--- src/rtl/pcgen_pkg.sv ---
package pcgen_pkg;
  typedef enum logic [1:0] {
    SEL_INC = 2'b00,
    SEL_BR  = 2'b01,
    SEL_BRC = 2'b10,
    SEL_REG = 2'b11
  } pcSel_e;

  typedef enum logic [1:0] {
    SRC_INC = 2'b00,
    SRC_OFF = 2'b01,
    SRC_REG = 2'b10
  } pcSrc_e;

  typedef struct packed {
    logic   pcLoad;
    pcSrc_e src;
    logic   tempLoad;
  } strobe_t;
endpackage

--- src/rtl/pcgen_ctrl.sv ---
module pcgen_ctrl
  import pcgen_pkg::*;
(
  input  logic [1:0] pcSel,
  input  logic       pcWe,
  input  logic       tempWe,
  input  logic       brCond,
  output strobe_t    strobe
);
  pcSel_e selE;
  assign selE = pcSel_e'(pcSel);

  always_comb begin
    strobe.tempLoad = tempWe;
    strobe.pcLoad   = pcWe;
    strobe.src      = SRC_INC;
    unique case (selE)
      SEL_INC: strobe.src = SRC_INC;
      SEL_BR:  strobe.src = SRC_OFF;
      SEL_BRC: begin
        strobe.src    = SRC_OFF;
        strobe.pcLoad = pcWe & brCond;
      end
      SEL_REG: strobe.src = SRC_REG;
      default: strobe.src = SRC_INC;
    endcase
  end
endmodule

--- src/rtl/pcgen_dp.sv ---
module pcgen_dp
  import pcgen_pkg::*;
#(
  parameter int ADDR_W = 32,
  parameter int OFF_W  = 16,
  parameter int STEP   = 4
) (
  input  logic              clk,
  input  logic              rstN,
  input  strobe_t           strobe,
  input  logic [OFF_W-1:0]  brOffset,
  input  logic [ADDR_W-1:0] raVal,
  output logic [ADDR_W-1:0] pcOut,
  output logic [ADDR_W-1:0] retAddr
);
  localparam int EXT_W = ADDR_W - OFF_W;

  logic [ADDR_W-1:0] pcQ, tempQ, offExt, nextPc;

  generate
    if (EXT_W > 0) begin : g_ext
      assign offExt = {{EXT_W{brOffset[OFF_W-1]}}, brOffset};
    end else begin : g_noext
      assign offExt = brOffset[ADDR_W-1:0];
    end
  endgenerate

  always_comb begin
    unique case (strobe.src)
      SRC_INC: nextPc = pcQ + ADDR_W'(STEP);
      SRC_OFF: nextPc = pcQ + offExt;
      SRC_REG: nextPc = raVal;
      default: nextPc = pcQ;
    endcase
  end

  always_ff @(posedge clk or negedge rstN) begin
    if (!rstN) begin
      pcQ   <= '0;
      tempQ <= '0;
    end else begin
      if (strobe.pcLoad)   pcQ   <= nextPc;
      if (strobe.tempLoad) tempQ <= pcQ;
    end
  end

  assign pcOut   = pcQ;
  assign retAddr = tempQ;
endmodule

--- src/rtl/pcgen_top.sv ---
module pcgen_top
  import pcgen_pkg::*;
#(
  parameter int ADDR_W = 32,
  parameter int OFF_W  = 16,
  parameter int STEP   = 4
) (
  input  logic              clk,
  input  logic              rstN,
  input  logic [1:0]        pcSel,
  input  logic              pcWe,
  input  logic              tempWe,
  input  logic [OFF_W-1:0]  brOffset,
  input  logic [ADDR_W-1:0] raVal,
  input  logic              brCond,
  output logic [ADDR_W-1:0] pcOut,
  output logic [ADDR_W-1:0] retAddr
);
  strobe_t strobe;

  pcgen_ctrl ctrl_i (
    .pcSel (pcSel),
    .pcWe  (pcWe),
    .tempWe(tempWe),
    .brCond(brCond),
    .strobe(strobe)
  );

  pcgen_dp #(.ADDR_W(ADDR_W), .OFF_W(OFF_W), .STEP(STEP)) dp_i (
    .clk     (clk),
    .rstN    (rstN),
    .strobe  (strobe),
    .brOffset(brOffset),
    .raVal   (raVal),
    .pcOut   (pcOut),
    .retAddr (retAddr)
  );
endmodule

--- config.mk ---
export PLATFORM = sky130hd
export DESIGN_NAME = pcgen_top
export DESIGN_NICKNAME = d
export VERILOG_FILES = /design/src/rtl/pcgen_pkg.sv /design/src/rtl/pcgen_ctrl.sv /design/src/rtl/pcgen_dp.sv /design/src/rtl/pcgen_top.sv
export SDC_FILE = /design/constraint.sdc
export NUM_CORES = 1
export LEC_CHECK = 0
export BUFFER_PORTS_ARGS = -buffer_cell sky130_fd_sc_hd__buf_2
export CORE_MARGIN = 2
export CORE_UTILIZATION = 40
export CTS_CLUSTER_SIZE = 8
export DETAILED_ROUTE_END_ITERATION = 8
export PLACE_DENSITY = 0.58
export SLEW_MARGIN = 20
export SYNTH_ARGS = -nofsm -noshare
export SYNTH_HDL_FRONTEND = slang
export SYNTH_SLANG_ARGS = --single-unit
export TNS_END_PERCENT = 30
--- constraint.sdc ---
create_clock -name clk -period 3.1 [get_ports clk]
set_input_delay 0 -clock clk [delete_from_list [all_inputs] [get_ports clk]]
set_output_delay 0 -clock clk [all_outputs]
set_load 0.05 [all_outputs]
==> results of run 1 <==
logic make-up after synthesis:
kind of cell    count (synthesis)  share of synthesized area (%)
compound gates                194                           24.6
flops                          64                           30.0
fa+ha+maj                      37                           8.82
buf+inv                        52                           3.89
xor+xnor                       21                           3.45
simple gates                  206                           19.8
mux                            46                           9.40
cell type report:
type	count	share of cell area [%]
Clock inverter	3	0.977
Sequential cell	64	24.0
Tap cell	176	3.31
Multi-Input combinational cell	504	53.0
Timing Repair Buffer	160	14.1
Clock buffer	12	3.85
Inverter	13	0.733
per-stage QoR:
step	hold slack (ps)	power, mW
2_1_floorplan	-296	4.63
3_3_place_gp	96.2	5.73
3_5_place_dp	93.5	5.79
4_1_cts	1.89	6.96
5_1_grt	15.4	7.41
6_report	7.25	6.99
sequential cells by signal, summed over array words and instances (netlist names):
register / count
dp_i.retAddr: 32
dp_i.pcOut: 32
path summary, 6_finish.rpt:
path / start / endpoint / slack [ps]
setup reg to reg: dp_i.pcOut[0] / dp_i.pcOut[28] / 100
min in group asynchronous: rstN / dp_i.retAddr[2] / 230
hold / removal: raVal[1] / dp_i.pcOut[1] / 7
hold reg to reg: dp_i.retAddr[6] / dp_i.retAddr[6] / 500
max in group asynchronous: rstN / dp_i.retAddr[22] / 1900
setup / recovery: dp_i.pcOut[0] / dp_i.pcOut[28] / 100
cell usage in the layout (no fill, tap or decap), types with 4 or more instances in the layout:
cell type / n
buf_2: 118
dfrtp_1: 64
nand2_1: 60
a21oi_1: 50
nor2_1: 39
ha_1: 36
o21ai_0: 35
mux2_2: 33
buf_4: 28
nand4_1: 23
nand3_1: 20
xnor2_1: 17
dlygate4sd3_1: 14
inv_1: 13
and3_1: 13
mux2i_1: 13
a21o_1: 12
a31oi_1: 12
nor3_1: 11
a221oi_1: 10
clkbuf_16: 9
o21a_1: 8
and4_1: 8
o22ai_1: 7
or3_1: 7
a22oi_1: 6
a211oi_1: 6
o211ai_1: 5
o221ai_1: 5
nand2b_1: 4
nor4_1: 4
a211o_1: 4
xor2_1: 4
repair_timing:
action	4_1_cts	5_1_grt
endpoints found under the hold margin	44	0
resized for setup	0	0
hold buffers	14	0
worst register-to-register path: cells and delay by family (launching register included):
family / cells / cell delay, ps
AOI/OAI and AO/OA: 3 / 840
adders and majority gates: 2 / 650
DFF: 1 / 400
and+or+nand+nor: 4 / 970
power groups by stage:
stage / clock [mW] / combinational (mW) / sequential [mW]
6_report: 1.14 / 4.34 / 1.51
5_1_grt: 1.20 / 4.64 / 1.57
4_1_cts: 1.16 / 4.30 / 1.50
3_5_place_dp: 0 / 4.27 / 1.52
3_3_place_gp: 0 / 4.23 / 1.50
2_1_floorplan: 0 / 1.92 / 2.71
per-layer routing:
| metal | wire (um) | vias up | GRT usage [%] |
|---|---|---|---|
| met1 | 8530 | 2691 | 38.0 |
| met3 | 1470 | 22 | 5.13 |
| met2 | 8040 | 271 | 37.9 |
| met5 | 0 | - | 0 |
| li1 | - | 2639 | - |
| met4 | 328 | 0 | 7.72 |
==> reports/qor.txt, run 1 <==
max cap viols = 0
Clk pwr share = 16.3%
share of the synthesized area in the top cell type = 30.0%
period utilization = 96.8%
power per cell area = 1050 nW/um2
root buf cell = clkbuf_16
First-pass DRT Iterations = 5
Max Root-Sink Buffers = 2
Worst Hold Class = in2reg
first-pass GRT wire length = 28,500 um
Fmax achieved = 333 MHz
setup TNS = 0 ps
CTS buffer count = 9
Internal Power = 3.34 mW
IO Pins = 119
sequential-to-total area share from yosys stat = 30.0%
Syn Nets = 712
WL per Instance = 19.7 um
status = finished clean
DRT antenna net count = 0
largest net degree at the start of global routing = 34
critical path type = reg2reg
Synth Area per Inst = 8.61 um2
DP Area = 6200 um2
Worst-path clk slew = 50 ps
Psw = 3.65 mW
drt total wl = 18,400 um
critical path required time = 3320 ps
Slew HR = 49.2%
Mapped Cells = 620
CTS tree = built
RSZ-0062 raised after global routing = false
stages on the worst setup path = 9
drt initial violations = 566
worst skew pair latency = 350 ps
area leader, netlist = dfrtp_1
Antenna Cells = 0
Core Region = 13,100 um2
asr flop ratio synth = 100%
Yosys reg bits = 64
synth-to-layout area growth = 24.8%
Non-Filler Instances = 932
Final min period = 3000 ps
count leader, synth = dfrtp_1
initial antenna violation count = 0
synth cell count leaders = dfrtp_1 (64), nand2_1 (60), a21oi_1 (50)
# fillers = 1,276
clk sinks = 64
Rows = 42
Crit-path slowest cell = a311o_2
IR drop worst, VDD = 0.343 mV
LEAKAGE = 3.06 nW
Combinational Power Share = 62.1%
Placed Instances = 903
Die Ht = 120 um
starting density of the core = 40.6%
pre-CTS setup slack = 120 ps
Util after Layout = 50.7%
H-tree depth = 3
DP Wirelength = 13,500 um
hold depth = 3
Die Wd = 120 um
register area = 1600 um2
routed via count = 5,623
Post-synth EDFFs = 0
delay-heaviest family, CP = simple AND/OR/NAND/NOR gates
critical path fanouts, max = 6
R2R cell count = 9
WP data arrival = 3220 ps
worst slew pin tran = 762 ps
Main synth FF type = dfrtp_1
post-route cell area = 6660 um2
IO Port Bufs = 118
layout cells sized above 1 = 27.1%
final setup fails = 0
vias per cell = 6.03
Total GRT Usage = 25.7%
clock skew = 4.55 ps
Final Max Slew Viols = 0
Synth cell types = 69
final-report hold violation count = 0
critical path, cell by cell = ha_1, fa_1, a21o_1, a311o_2, and4_4, nor3_2, o21ai_2, nor4b_1, or3_1
sw frac = 52.3%
vias in the first global route = 5,127
Syn Std Cell Area = 5340 um2
NumNets Final = 844
Setup WS post-layout = 99.4 ps
Die Area = 14,300 um2
multi-input logic area = 3530 um2
max incr delay on CP = 430 ps
Post-CTS Setup Bufs = 0
Area contributors post-synth = dfrtp_1 (30%), ha_1 (8.4%), mux2_2 (7.0%)
CP Capture Type = flip-flop
CP Launch Type = flip-flop
Syn. warnings = 0
GRT overflow = 0
Seq pwr share = 21.6%
GPL Wtd Cong = 0.910
Remaining DRCs = 0
Critical path buffers and inverters = 0
Power figures use the tool's default switching activity.
==> inputs of run 2 (changes only) <==
- CAP_MARGIN: default -> 25
- SETUP_SLACK_MARGIN: default -> 0.2
==> reports/qor.txt, run 2 (synthesis gave the netlist of run 1 again) <==
Remaining DRCs = 0 (unchanged)
commonest non-fill, non-tap cell in the layout = buf_2
register area = 1600 um2 (about the same)
initial antenna violation count = 0 (unchanged)
vias in the first global route = 5,186 (+1.2%)
synth-to-layout area growth = 25.3%
CP Capture Type = flip-flop
GRT overflow = 0 (unchanged)
Non-Filler Instances = 935 (+0.32%)
critical path type = reg2reg
period utilization = 91.2% (-5.6 points)
CP Launch Type = flip-flop
H-tree depth = 3 (unchanged)
Final Max Slew Viols = 0 (unchanged)
Rows = 42 (unchanged)
CTS buffer count = 9 (unchanged)
WL per Instance = 19.4 um (-1.8%)
hold endpoint = dp_i.pcOut[30]
first-pass GRT wire length = 28,100 um (-1.3%)
critical path fanouts, max = 6 (unchanged)
DRT antenna net count = 0 (unchanged)
IO Pins = 119 (unchanged)
LEAKAGE = 3.07 nW (+0.28%)
Slew HR = 47.3% (-1.9 points)
clock skew = 5.27 ps (+0.725 ps)
Total GRT Usage = 25.4% (-0.33 points)
hold depth = 3 (unchanged)
# fillers = 1,270 (-0.47%)
R2R cell count = 9 (unchanged)
Die Ht = 120 um (unchanged)
worst skew pair latency = 350 ps (about the same)
setup TNS = 0 ps (unchanged)
Setup WS post-layout = 273 ps (+173 ps)
power per cell area = 1040 nW/um2 (-0.86%)
drt initial violations = 485 (-14%)
status = finished clean
First-pass DRT Iterations = 5 (unchanged)
Placed Instances = 906 (+0.33%)
Final min period = 2830 ps (-173 ps)
critical path required time = 3320 ps (about the same)
Antenna Cells = 0 (unchanged)
starting density of the core = 40.6% (unchanged)
IR drop worst, VDD = 0.333 mV (-2.7%)
Crit-path slowest cell = a311o_2
max cap viols = 0 (unchanged)
critical path, cell by cell = ha_1, fa_1, a21o_1, a311o_2, and4_4, nor3_4, o21ai_4, nor4b_1, or3_1
R2R Path Start = dp_i.pcOut[0]
NumNets Final = 846 (+0.24%)
Die Area = 14,300 um2 (unchanged)
Core Region = 13,100 um2 (unchanged)
clk sinks = 64 (unchanged)
Max Root-Sink Buffers = 2 (unchanged)
final-report hold violation count = 0 (unchanged)
worst hold start = raVal[30]
FF-to-FF End = dp_i.pcOut[28]
Pwr Total = 6.96 mW (-0.47%)
max incr delay on CP = 430 ps (about the same)
Worst Hold Class = in2reg
CTS tree = built
final setup fails = 0 (unchanged)
tightest hold margin = 3.46 ps (-3.79 ps)
layout cells sized above 1 = 27.9% (+0.82 points)
RSZ-0062 raised after global routing = true
Worst-path clk slew = 50 ps (about the same)
routed via count = 5,661 (+0.68%)
multi-input logic area = 3550 um2 (+0.67%)
root buf cell = clkbuf_16
largest net degree at the start of global routing = 33 (-2.9%)
IO Port Bufs = 118 (unchanged)
WP data arrival = 3050 ps (-170 ps)
Die Wd = 120 um (unchanged)
commonest cells after routing, fill and taps aside = buf_2 (118), dfrtp_1 (63), nand2_1 (60), a21oi_1 (49), nor2_1 (39)
drt total wl = 18,100 um (-1.5%)
worst slew pin tran = 790 ps (+28.0 ps)
r2r setup slk = 270 ps (+170 ps)
Fmax achieved = 354 MHz (+6.1%)
vias per cell = 6.05 (+0.35%)
pre-CTS setup slack = 187 ps (+67.1 ps)
GPL Wtd Cong = 0.954 (+4.9%)
DP Wirelength = 13,500 um (-0.59%)
==> run 2: repair_timing <==
item | CTS | global route
endpoints found under the setup margin | 1 | 7
hold buffers | 13 | 0
resized for setup | 1 | 5
endpoints found under the hold margin | 41 | 0
pin swaps | 0 | 1
setup buffers | 0 | 0
gates cloned | 0 | 0
==> run 2: power by group <==
| group | switching, mW | internal, mW |
|---|---|---|
| clock | 0.388 | 0.686 |
| combinational | 2.92 | 1.45 |
| sequential | 0.340 | 1.17 |
==> run 2: per-stage QoR <==
stage / cell area (um2) / util (%)
2_1_floorplan: 5340 / -
3_3_place_gp: 6220 / 47.4
3_5_place_dp: 6220 / 47.4
4_1_cts: 6670 / 50.8
5_1_grt: 6690 / 50.9
6_report: 6690 / 50.9
==> run 2: critical path, delay by kind of cell, from the launching register on <==
kind / cells / cell delay (ps)
adders and majority gates: 2 / 620
DFF: 1 / 420
AOI/OAI and AO/OA: 3 / 780
and+or+nand+nor: 4 / 880
==> run 2: worst max-delay path by stage <==
stage                        from             end  slack, ps  cells after the start
floorplan           dp_i.pcOut[0]  dp_i.pcOut[28]        260                      9
global placement    dp_i.pcOut[0]  dp_i.pcOut[28]        250                      9
detailed placement  dp_i.pcOut[0]  dp_i.pcOut[28]        190                      9
CTS                 dp_i.pcOut[1]  dp_i.pcOut[31]        220                      9
global route        dp_i.pcOut[1]  dp_i.pcOut[29]        140                      8
finish              dp_i.pcOut[0]  dp_i.pcOut[28]        270                      9
==> run 2: per-layer routing <==
layer / global-route usage (%) / wire (um)
met5: 0 / 0
met4: 7.87 / 375
met3: 3.18 / 1360
met2: 38.9 / 7990
met1: 37.4 / 8370
==> run 2: layout make-up <==
class                      count  area share (%)
timing repair buffer         162            14.3
clock buffer                  13            4.04
multi-input combinational    504            53.1
tap                          176            3.29
sequential                    64            24.0
inverter                      13           0.730
clock inverter                 3           0.599
